--- src/rtl/adc_scan_pkg.sv ---
package adc_scan_pkg;
  localparam int ADDR_W = 8;
  localparam int DATA_W = 32;

  // word offsets that software relies on
  localparam logic [ADDR_W-1:0] OFS_CTL0  = 8'h00;
  localparam logic [ADDR_W-1:0] OFS_CTL1  = 8'h04;
  localparam logic [ADDR_W-1:0] OFS_CHSEL = 8'h08;
  localparam logic [ADDR_W-1:0] OFS_TIME  = 8'h0C;
  localparam logic [ADDR_W-1:0] OFS_IRQC  = 8'h20;
  localparam logic [ADDR_W-1:0] OFS_STAT  = 8'h24;
  localparam logic [ADDR_W-1:0] OFS_DIV   = 8'h28;
  localparam logic [ADDR_W-1:0] OFS_FILT  = 8'h2C;
  localparam logic [ADDR_W-1:0] OFS_RES0  = 8'h30;

  localparam logic [DATA_W-1:0] CTL1_MASK  = 32'h0000_3015;
  localparam logic [DATA_W-1:0] TIME_RESET = 32'h000E_0578;

  typedef enum logic [1:0] {
    SC_IDLE = 2'd0,
    SC_CONV = 2'd1,
    SC_HAND = 2'd2
  } scan_st_e;
endpackage

--- src/rtl/adc_scan_seq.sv ---
module adc_scan_seq
  import adc_scan_pkg::*;
#(
  parameter int NCH        = 8,
  parameter int CODE_W     = 12,
  parameter int DIV_W      = 9,
  parameter int SMP_W      = 16,
  parameter int CONV_TICKS = 6,
  localparam int CH_W      = $clog2(NCH),
  localparam int CNT_W     = SMP_W + 1
) (
  input  logic              clk,
  input  logic              rst_n,
  input  logic              start,
  input  logic              abort,
  input  logic [NCH-1:0]    chmask,
  input  logic [SMP_W-1:0]  smp_per,
  input  logic [DIV_W-1:0]  div_val,
  output logic              busy,
  output logic              smp_ready,
  output logic [CH_W-1:0]   smp_ch,
  input  logic              smp_valid,
  input  logic [CODE_W-1:0] smp_code,
  output logic              res_we,
  output logic [CH_W-1:0]   res_ch,
  output logic [CODE_W-1:0] res_code,
  output logic              done
);
  scan_st_e         st_q;
  logic [NCH-1:0]   pend_q;
  logic [CH_W-1:0]  cur_q;
  logic [DIV_W-1:0] pre_q;
  logic [CNT_W-1:0] cnt_q;
  logic [CNT_W-1:0] lim_q;
  logic [NCH-1:0]   rest;
  logic             tick;

  function automatic logic [CH_W-1:0] lowest(input logic [NCH-1:0] m);
    lowest = '0;
    for (int i = NCH - 1; i >= 0; i--)
      if (m[i]) lowest = CH_W'(i);
  endfunction

  assign rest      = pend_q & ~(NCH'(1) << cur_q);
  assign tick      = (pre_q == div_val - DIV_W'(1));
  assign busy      = (st_q != SC_IDLE);
  assign smp_ready = (st_q == SC_HAND);
  assign smp_ch    = cur_q;
  assign res_we    = smp_ready && smp_valid;
  assign res_ch    = cur_q;
  assign res_code  = smp_code;
  assign done      = res_we && (rest == '0);

  always_ff @(posedge clk or negedge rst_n) begin
    if (!rst_n) begin
      st_q   <= SC_IDLE;
      pend_q <= '0;
      cur_q  <= '0;
      pre_q  <= '0;
      cnt_q  <= '0;
      lim_q  <= '0;
    end else if (abort) begin
      st_q   <= SC_IDLE;
      pend_q <= '0;
    end else begin
      case (st_q)
        SC_IDLE: if (start) begin
          pend_q <= chmask;
          cur_q  <= lowest(chmask);
          pre_q  <= '0;
          cnt_q  <= '0;
          lim_q  <= CNT_W'(smp_per) + CNT_W'(CONV_TICKS);
          st_q   <= SC_CONV;
        end
        SC_CONV: begin
          if (tick) begin
            pre_q <= '0;
            if (cnt_q == lim_q - CNT_W'(1)) begin
              cnt_q <= '0;
              st_q  <= SC_HAND;
            end else begin
              cnt_q <= cnt_q + CNT_W'(1);
            end
          end else begin
            pre_q <= pre_q + DIV_W'(1);
          end
        end
        SC_HAND: if (smp_valid) begin
          pend_q <= rest;
          if (rest != '0) begin
            cur_q <= lowest(rest);
            pre_q <= '0;
            cnt_q <= '0;
            st_q  <= SC_CONV;
          end else begin
            st_q <= SC_IDLE;
          end
        end
        default: st_q <= SC_IDLE;
      endcase
    end
  end

  AST_READY_HOLD: assert property (@(posedge clk) disable iff (!rst_n)
    (smp_ready && !smp_valid && !abort) |=> (smp_ready && $stable(smp_ch)));
  AST_ABORT_IDLE: assert property (@(posedge clk) disable iff (!rst_n)
    abort |=> !busy);
  AST_DONE_IDLE: assert property (@(posedge clk) disable iff (!rst_n)
    (done && !start) |=> !busy);
endmodule

--- src/rtl/adc_scan_regs.sv ---
module adc_scan_regs
  import adc_scan_pkg::*;
#(
  parameter int NCH      = 8,
  parameter int CODE_W   = 12,
  parameter int DIV_W    = 9,
  parameter int SMP_W    = 16,
  parameter int DIV_ONLY = 4,
  localparam int CH_W    = $clog2(NCH)
) (
  input  logic              clk,
  input  logic              rst_n,
  input  logic              bus_en,
  input  logic              bus_we,
  input  logic [ADDR_W-1:0] bus_addr,
  input  logic [DATA_W-1:0] bus_wdata,
  output logic [DATA_W-1:0] bus_rdata,
  input  logic              busy,
  input  logic              res_we,
  input  logic [CH_W-1:0]   res_ch,
  input  logic [CODE_W-1:0] res_code,
  output logic              start,
  output logic              abort,
  output logic              err_evt,
  output logic [NCH-1:0]    chmask,
  output logic [SMP_W-1:0]  smp_per,
  output logic [DIV_W-1:0]  div_val,
  output logic              irq_lvl,
  output logic [NCH-1:0]    irq_ch_en,
  output logic              irq_err_en,
  output logic [NCH-1:0]    stat_ch,
  output logic              stat_err
);
  logic              wr;
  logic              pwr_q, srel_q;
  logic [DATA_W-1:0] ctl1_q, time_q, filt_q;
  logic [NCH-1:0]    mask_q, ien_q;
  logic              eien_q, lvl_q;
  logic [DIV_W-1:0]  div_q;
  logic              stat_err_q;
  logic [NCH-1:0]    stat_q;
  logic [CODE_W-1:0] res_q [NCH];

  assign wr      = bus_en && bus_we;
  assign start   = wr && (bus_addr == OFS_CTL0) && bus_wdata[0] && !busy && (mask_q != '0);
  assign err_evt = wr && (bus_addr == OFS_CTL0) && bus_wdata[0] && !busy && (mask_q == '0);
  assign abort   = wr && (bus_addr == OFS_CTL0) && !bus_wdata[0] && busy;

  always_ff @(posedge clk or negedge rst_n) begin
    if (!rst_n) begin
      pwr_q  <= 1'b0;
      srel_q <= 1'b0;
      ctl1_q <= '0;
      mask_q <= '0;
      time_q <= TIME_RESET;
      ien_q  <= '0;
      eien_q <= 1'b0;
      lvl_q  <= 1'b0;
      div_q  <= DIV_W'(DIV_ONLY);
      filt_q <= '0;
    end else if (wr) begin
      case (bus_addr)
        OFS_CTL0: begin
          pwr_q  <= bus_wdata[2];
          srel_q <= bus_wdata[15];
        end
        OFS_CTL1:  ctl1_q <= bus_wdata & CTL1_MASK;
        OFS_CHSEL: mask_q <= bus_wdata[NCH-1:0];
        OFS_TIME:  time_q <= bus_wdata;
        OFS_IRQC: begin
          ien_q  <= bus_wdata[NCH-1:0];
          eien_q <= bus_wdata[16];
          lvl_q  <= bus_wdata[31];
        end
        OFS_DIV:  if (bus_wdata[DIV_W-1:0] == DIV_W'(DIV_ONLY)) div_q <= bus_wdata[DIV_W-1:0];
        OFS_FILT: filt_q <= bus_wdata;
        default: ;
      endcase
    end
  end

  // status: capture/error set wins over a same-cycle clear
  always_ff @(posedge clk or negedge rst_n) begin
    if (!rst_n) stat_err_q <= 1'b0;
    else if (err_evt) stat_err_q <= 1'b1;
    else if (wr && (bus_addr == OFS_STAT) && bus_wdata[16]) stat_err_q <= 1'b0;
  end

  for (genvar g = 0; g < NCH; g++) begin : g_chan
    always_ff @(posedge clk or negedge rst_n) begin
      if (!rst_n) stat_q[g] <= 1'b0;
      else if (res_we && (res_ch == CH_W'(g))) stat_q[g] <= 1'b1;
      else if (wr && (bus_addr == OFS_STAT) && bus_wdata[g]) stat_q[g] <= 1'b0;
    end
    always_ff @(posedge clk or negedge rst_n) begin
      if (!rst_n) res_q[g] <= '0;
      else if (res_we && (res_ch == CH_W'(g))) res_q[g] <= res_code;
    end
  end

  always_comb begin
    bus_rdata = '0;
    if (bus_en && !bus_we) begin
      case (bus_addr)
        OFS_CTL0: begin
          bus_rdata[0]  = busy;
          bus_rdata[1]  = busy;
          bus_rdata[2]  = pwr_q;
          bus_rdata[15] = srel_q;
        end
        OFS_CTL1:  bus_rdata = ctl1_q;
        OFS_CHSEL: bus_rdata[NCH-1:0] = mask_q;
        OFS_TIME:  bus_rdata = time_q;
        OFS_IRQC: begin
          bus_rdata[NCH-1:0] = ien_q;
          bus_rdata[16]      = eien_q;
          bus_rdata[31]      = lvl_q;
        end
        OFS_STAT: begin
          bus_rdata[NCH-1:0] = stat_q;
          bus_rdata[16]      = stat_err_q;
        end
        OFS_DIV:  bus_rdata[DIV_W-1:0] = div_q;
        OFS_FILT: bus_rdata = filt_q;
        default: begin
          for (int i = 0; i < NCH; i++)
            if (bus_addr == ADDR_W'(OFS_RES0 + 4 * i)) bus_rdata[CODE_W-1:0] = res_q[i];
        end
      endcase
    end
  end

  assign chmask     = mask_q;
  assign smp_per    = time_q[SMP_W-1:0];
  assign div_val    = div_q;
  assign irq_lvl    = lvl_q;
  assign irq_ch_en  = ien_q;
  assign irq_err_en = eien_q;
  assign stat_ch    = stat_q;
  assign stat_err   = stat_err_q;

  AST_DIV_KEEP: assert property (@(posedge clk) disable iff (!rst_n)
    (div_q == DIV_W'(DIV_ONLY)));
  AST_ERR_W1C: assert property (@(posedge clk) disable iff (!rst_n)
    (wr && (bus_addr == OFS_STAT) && bus_wdata[16] && !err_evt) |=> !stat_err_q);
  AST_ZERO_NOSTART: assert property (@(posedge clk) disable iff (!rst_n)
    err_evt |=> !busy);
endmodule

--- src/rtl/adc_scan_irq.sv ---
module adc_scan_irq #(
  parameter int NCH   = 8,
  localparam int CH_W = $clog2(NCH)
) (
  input  logic            clk,
  input  logic            rst_n,
  input  logic            lvl,
  input  logic [NCH-1:0]  ch_en,
  input  logic            err_en,
  input  logic [NCH-1:0]  stat_ch,
  input  logic            stat_err,
  input  logic            res_we,
  input  logic [CH_W-1:0] res_ch,
  input  logic            err_evt,
  output logic            irq
);
  logic evt;
  logic pulse_q;

  assign evt = (res_we && ch_en[res_ch]) || (err_evt && err_en);

  always_ff @(posedge clk or negedge rst_n) begin
    if (!rst_n) pulse_q <= 1'b0;
    else        pulse_q <= evt;
  end

  assign irq = lvl ? (((stat_ch & ch_en) != '0) || (stat_err && err_en)) : pulse_q;

  AST_PULSE_CAUSE: assert property (@(posedge clk) disable iff (!rst_n)
    (irq && !lvl) |-> $past(res_we || err_evt));
  AST_LEVEL_ERR: assert property (@(posedge clk) disable iff (!rst_n)
    (lvl && stat_err && err_en) |-> irq);
endmodule

--- src/rtl/adc_scan_ctrl.sv ---
module adc_scan_ctrl
  import adc_scan_pkg::*;
#(
  parameter int NCH        = 8,
  parameter int CODE_W     = 12,
  parameter int DIV_W      = 9,
  parameter int SMP_W      = 16,
  parameter int DIV_ONLY   = 4,
  parameter int CONV_TICKS = 6,
  localparam int CH_W      = $clog2(NCH)
) (
  input  logic              clk,
  input  logic              rst_n,
  input  logic              bus_en,
  input  logic              bus_we,
  input  logic [ADDR_W-1:0] bus_addr,
  input  logic [DATA_W-1:0] bus_wdata,
  output logic [DATA_W-1:0] bus_rdata,
  output logic              smp_ready,
  output logic [CH_W-1:0]   smp_ch,
  input  logic              smp_valid,
  input  logic [CODE_W-1:0] smp_code,
  output logic              irq
);
  logic              busy, start, abort, err_evt, done;
  logic              res_we;
  logic [CH_W-1:0]   res_ch;
  logic [CODE_W-1:0] res_code;
  logic [NCH-1:0]    chmask, irq_ch_en, stat_ch;
  logic [SMP_W-1:0]  smp_per;
  logic [DIV_W-1:0]  div_val;
  logic              irq_lvl, irq_err_en, stat_err;

  adc_scan_regs #(
    .NCH(NCH), .CODE_W(CODE_W), .DIV_W(DIV_W), .SMP_W(SMP_W), .DIV_ONLY(DIV_ONLY)
  ) u_regs (
    .clk(clk), .rst_n(rst_n),
    .bus_en(bus_en), .bus_we(bus_we), .bus_addr(bus_addr),
    .bus_wdata(bus_wdata), .bus_rdata(bus_rdata),
    .busy(busy), .res_we(res_we), .res_ch(res_ch), .res_code(res_code),
    .start(start), .abort(abort), .err_evt(err_evt),
    .chmask(chmask), .smp_per(smp_per), .div_val(div_val),
    .irq_lvl(irq_lvl), .irq_ch_en(irq_ch_en), .irq_err_en(irq_err_en),
    .stat_ch(stat_ch), .stat_err(stat_err)
  );

  adc_scan_seq #(
    .NCH(NCH), .CODE_W(CODE_W), .DIV_W(DIV_W), .SMP_W(SMP_W), .CONV_TICKS(CONV_TICKS)
  ) u_seq (
    .clk(clk), .rst_n(rst_n),
    .start(start), .abort(abort), .chmask(chmask), .smp_per(smp_per), .div_val(div_val),
    .busy(busy), .smp_ready(smp_ready), .smp_ch(smp_ch),
    .smp_valid(smp_valid), .smp_code(smp_code),
    .res_we(res_we), .res_ch(res_ch), .res_code(res_code), .done(done)
  );

  adc_scan_irq #(.NCH(NCH)) u_irq (
    .clk(clk), .rst_n(rst_n),
    .lvl(irq_lvl), .ch_en(irq_ch_en), .err_en(irq_err_en),
    .stat_ch(stat_ch), .stat_err(stat_err),
    .res_we(res_we), .res_ch(res_ch), .err_evt(err_evt),
    .irq(irq)
  );

  AST_START_BUSY: assert property (@(posedge clk) disable iff (!rst_n)
    (start && !abort) |=> (busy && !done));
endmodule

--- config.mk ---
export PLATFORM = sky130hd
export DESIGN_NAME = adc_scan_ctrl
export DESIGN_NICKNAME = d
export VERILOG_FILES = /design/src/rtl/adc_scan_pkg.sv /design/src/rtl/adc_scan_seq.sv /design/src/rtl/adc_scan_regs.sv /design/src/rtl/adc_scan_irq.sv /design/src/rtl/adc_scan_ctrl.sv
export SDC_FILE = /design/constraint.sdc
export NUM_CORES = 1
export LEC_CHECK = 0
export BUFFER_PORTS_ARGS = -buffer_cell sky130_fd_sc_hd__buf_2
export CORE_MARGIN = 2
export CORE_UTILIZATION = 35
export CTS_BUF_LIST = sky130_fd_sc_hd__clkbuf_16
export CTS_CLUSTER_DIAMETER = 100
export DETAILED_ROUTE_END_ITERATION = 8
export PLACE_DENSITY = 0.52
export SLEW_MARGIN = 20
export SYNTH_ARGS = -nofsm -noshare
export SYNTH_HDL_FRONTEND = slang
export SYNTH_HIERARCHICAL = 1
export SYNTH_SLANG_ARGS = --single-unit
--- constraint.sdc ---
create_clock -name clk -period 3.3 [get_ports clk]
set_input_delay 0.33 -clock clk [delete_from_list [all_inputs] [get_ports clk]]
set_output_delay 0.33 -clock clk [all_outputs]
set_load 0.1 [all_outputs]
-- Word-level counts from Yosys, hierarchy flattened
Cells that the tools add are included.
- output and inout port bits: 37
- register bits: 260
- add/subtract/negate cells: 5
- equal/unequal tests: 35
- shifts and indexed selects: 1
- order comparisons: 1
- reductions and logical operators: 71
- multiplexer cells: 81
- bitwise gates (word level): 4
- operator list (kind ; count):
    $mux 12 ; 8
    $mux 17 ; 5
    $eq 8x6->1 const B ; 8
    $mux 3 ; 19
    $pmux 17 s3 ; 1
    $pmux 5 s8 ; 1
    $mux 9 ; 4
    $eq 8x7->1 const B ; 4
    $mux 32 ; 1
    $logic_and 1x1->1 ; 31
    $pmux 14 s2 ; 1
    $pmux 9 s3 ; 1
    $mux 8 ; 3
    $pmux 3 s8 ; 1
    $reduce_bool 8->1 ; 3
    $reduce_bool 2->1 ; 11
    $mux 1 ; 21
    $pmux 3 s3 ; 2
    $add 16x3->17 const B ; 1
    $add 17x1->17 const B ; 1
    $eq 17x17->1 ; 1
    $sub 17x1->17 const B ; 1
    $and 8x8->8 ; 2
    $eq 8x4->1 const B ; 2
    38 further kinds ; 65

-- Depth between registers and ports, before layout
- depth after elaboration: 14
- gate-level depth with buffers: 12
- gate-level depth less buffers: 9

-- Cells and area by module
Netlist, hierarchy kept.
- modules (own cells, without submodules) (module ; instances ; cells each ; area an instance (um^2)):
    adc_scan_regs ; 1 ; 745 ; 9708.1
    adc_scan_seq ; 1 ; 532 ; 4294.1
    adc_scan_irq ; 1 ; 16 ; 148.9

-- Worst setup path after synthesis
No wires, ideal clock.
- kind: input to output
- from: input bus_addr[2]
- to: output bus_rdata[16]
- buffers on the path: 4
- arrival time: 4.256 ns
- required time: 2.970 ns
- slack: -1.286 ns
- stages on the path: 6
- path through: buf_2 > buf_2 > buf_2 > clkbuf_1 > mux2i_1 > nor4_1
- longest elaborated chain between the ends: 3
- elaborated cells on any way between the ends: 6
- classes of those cells: eq/ne (4); mux (2)
- ends and longest elaborated chain (item ; line ; source):
    from (decl) ; adc_scan_ctrl.sv:16 ; input logic [ADDR_W-1:0] bus_addr,
    $eq 8x6->1 or $eq 8x4->1 (tied branches) ; adc_scan_regs.sv:104 ; case (bus_addr)
    $pmux 1 s4 * ; adc_scan_regs.sv:104 ;
    $mux 32 * ; adc_scan_regs.sv:103 ; if (bus_en && !bus_we) begin
    to (decl) ; adc_scan_ctrl.sv:18 ; output logic [DATA_W-1:0] bus_rdata,
Every way passes the cells marked *; elsewhere a longest branch is shown, timed or not.

-- Worst setup path after layout
- from: register u_regs.div_q[1] (netlist: u_regs/div_val[1])
- to: register u_seq.cnt_q[14]
- longest elaborated chain between the ends: 4
- ends and longest elaborated chain (item ; line ; source):
    from (decl) ; adc_scan_regs.sv:39 ; logic [DIV_W-1:0] div_q;
    from (signal assigned) ; adc_scan_regs.sv:59 ; div_q <= DIV_W'(DIV_ONLY);
    from (signal assigned) ; adc_scan_regs.sv:75 ; OFS_DIV: if (bus_wdata[DIV_W-1:0] == DIV_W'(DIV_ONLY)) div_q <= bus_wdata[DIV_W-1:0];
    $sub 9x1->9 ; adc_scan_seq.sv:45 ; assign tick = (pre_q == div_val - DIV_W'(1));
    $eq 9x9->1 ; adc_scan_seq.sv:45 ;
    $ne 2x1->1 (no line) ; -- ;
    $reduce_and 6->1 (no line) ; -- ;
    to (signal assigned) ; adc_scan_seq.sv:82 ; cnt_q <= cnt_q + CNT_W'(1);
    to (decl) ; adc_scan_seq.sv:33 ; logic [CNT_W-1:0] cnt_q;
Every way passes these cells.
A chain may end at the register's enable or synchronous reset.

==> out/qor.txt <==
CTS H-tree depth: 1
TritonCTS Buffers: 31
Sw frac: 0.250
Power share of the combinational group: 0.077
PostCTS Resize Cnt: 0
Largest net degree at the start of global routing: 79
Reg power frac: 0.468
Setup TNS after final layout: 0 ps
Final core occ: 0.428
Sink Count: 260
CTS tree: built
Fin area: 0.0170 sq mm
Layout cell share with drive strength beyond 1: 0.301
Die H: 205 um
Most Crowded Layer GR: met2
GR Layer Usage met2: 0.329
Crit path time final: 3110 ps
Static Leak: 7.92 nW
Post-Syn Instances: 1292
Final setup viols: 0
Vias: 10800
Syn_nets: 1354
DR vias/cell: 5.49
HP Class: input port to flop
Reg2reg setup slack: 190 ps
Critical Path End Type: flop
Worst R2R Start: u_regs/div_val[1]
Global-route met1 utilization: 0.269
FMAX: 322 MHz
DPL Wire Length: 29400 um
Final nets: 1472
CP Class: flop to flop
Overall routing resource usage: 0.199
Initial antenna violation count: 0
Peak supply drop: 373 uV
R2R depth: 9
Hold EP: u_regs/filt_q[16]
Clock skew: 15.3 ps
Beginning of the worst hold path: bus_wdata[16]
Clock tree buffer depth: 3
Post-CTS setup buffers: 0
Worst Path Required: 3790 ps
Placed Instances: 1879
DP Area: 0.0158 sq mm
Clock slew at reported path FFs: 60 ps
Pwr Total: 7.23 mW
Root buf cell: clkbuf_16
Ys Warns: 6
Routed wire length: 41200 um
Post-CTS Hold Buffers: 23
Antenna Violating Nets Remaining: 0
Die area: 0.0420 sq mm
Worst-Skew Late Latency: 580 ps
Layout Cells excl Fill: 1960
Outcome: complete, no violations
R2r endpoint: u_seq/cnt_q[14]
Clk pwr share: 0.455
Pre-CTS WS: 109 ps
Syn avg cell area: 10.9 sq um
Tcrit/Tclk final: 0.942
RSZ-0062 raised after global routing: false
P_sw: 1.81 mW
Routed WL per cell: 21.0 um
Post-synthesis cell area: 0.0141 sq mm
DR pass1 iterations: 5
Max-slew violations: 0
Final Hold Viols: 0
PD cells: 424 mW/mm^2
Final worst setup slack: 192 ps
Port bufs: 93
Hold WS: 36.3 ps
Routability cong.: 0.892
Initial core utilization: 0.355
First-pass GRT wire length: 65100 um
Hold path depth: 2
Die W: 205 um
1st-iter DRT viols: 760
Worst slew pin tran: 707 ps
# IOs: 94
P_int: 5.42 mW
Row cnt: 73
FILL cells: 3851
Max-cap violations: 0
Arrival time worst endpoint: 3600 ps
Met3 usage: 0.0305
Gr ovfl total: 0
Ant diodes: 0
Core ar.: 0.0398 sq mm
Slew margin rel.: 0.524
Vias in the first global route: 10900
Layout area overhead: 20.4%
Crit-path max FO: 7
DR DRC count: 0
Worst setup SP type: flop
[area by class of cell]
cell class / count / area [sq um] / share of cell area
Clock buffer: 31 / 776 / 0.0455
Clock inverter: 27 / 200 / 0.0118
Inverter: 25 / 93.8 / 0.00551
Multi-Input combinational cell: 911 / 7070 / 0.415
Sequential cell: 260 / 6520 / 0.383
Tap cell: 525 / 657 / 0.0386
Timing Repair Buffer: 181 / 1720 / 0.101
[power groups by stage]
stage | sequential (mW) | clock (mW) | combinational, mW
floorplan | 3.38 | 0 | 0.343
global placement | 3.43 | 0 | 0.537
detailed placement | 3.43 | 0 | 0.543
CTS | 3.38 | 3.38 | 0.566
global route | 3.40 | 3.52 | 0.629
finish | 3.38 | 3.29 | 0.559
[cell usage in the layout, fill, tap and decap left out, types with 9 or more instances in the layout]
cell           instances
buf_12                36
xor2_1                22
xnor2_1               19
nand2b_1              14
o31ai_1               16
buf_2                 60
nand2_1               95
mux2_1                31
nor2_1                83
buf_4                 61
nor4_1                13
nand3_1               31
a21oi_1               32
inv_1                 34
mux2i_1               23
and3_1                14
a22o_1                13
dlygate4sd3_1         23
a221oi_1               9
nor2b_1               23
o21ai_0               50
dfstp_2               10
mux4_2                16
mux2_2               167
clkbuf_16             31
a22oi_1               36
dfrtp_1              250
nor3_1                32
[registers in the layout (all words and copies together), names as in the netlist, 2 cells and up]
| signal | count |
|---|---|
| u_regs/ctl1_q | 5 |
| u_regs/stat_ch | 8 |
| u_regs/div_val | 9 |
| u_regs/irq_ch_en | 8 |
| u_regs/filt_q | 32 |
| u_seq/res_ch | 3 |
| u_seq/cnt_q | 17 |
| u_seq/pre_q | 9 |
| u_regs/chmask | 8 |
| u_regs/res_q | 96 |
| u_seq/st_q | 2 |
| u_seq/lim_q | 17 |
| u_regs/time_q | 32 |
| u_seq/pend_q | 8 |
[worst max path at each step]
stage                           start              end  slack (ps)  cells past startpoint
CTS                    u_seq/lim_q[0]  u_seq/cnt_q[13]         220                     10
finish              u_regs/div_val[1]  u_seq/cnt_q[14]         190                      9
floorplan                 bus_addr[2]    bus_rdata[16]        -140                      6
global placement          bus_addr[5]  u_seq/cnt_q[12]         210                     11
global route        u_regs/div_val[0]  u_seq/cnt_q[14]          10                      9
detailed placement        bus_addr[5]  u_seq/cnt_q[13]         110                     11
[worst max-delay path, cell delays in order, from the launching register on]
cell	delay (ps)
dfrtp_1	440
inv_1	80
ha_1	180
or3b_2	490
a2111oi_0	400
nor2_1	120
a22oi_1	340
nand2_1	270
or4_1	520
a22oi_1	170
[metal layers]
| layer | routed length [um] | up-vias |
|---|---|---|
| li1 | - | 5016 |
| met1 | 18300 | 5412 |
| met2 | 19700 | 262 |
| met3 | 2060 | 61 |
| met4 | 1150 | 0 |
| met5 | 0 | - |
Power figures use the tool's default switching activity.
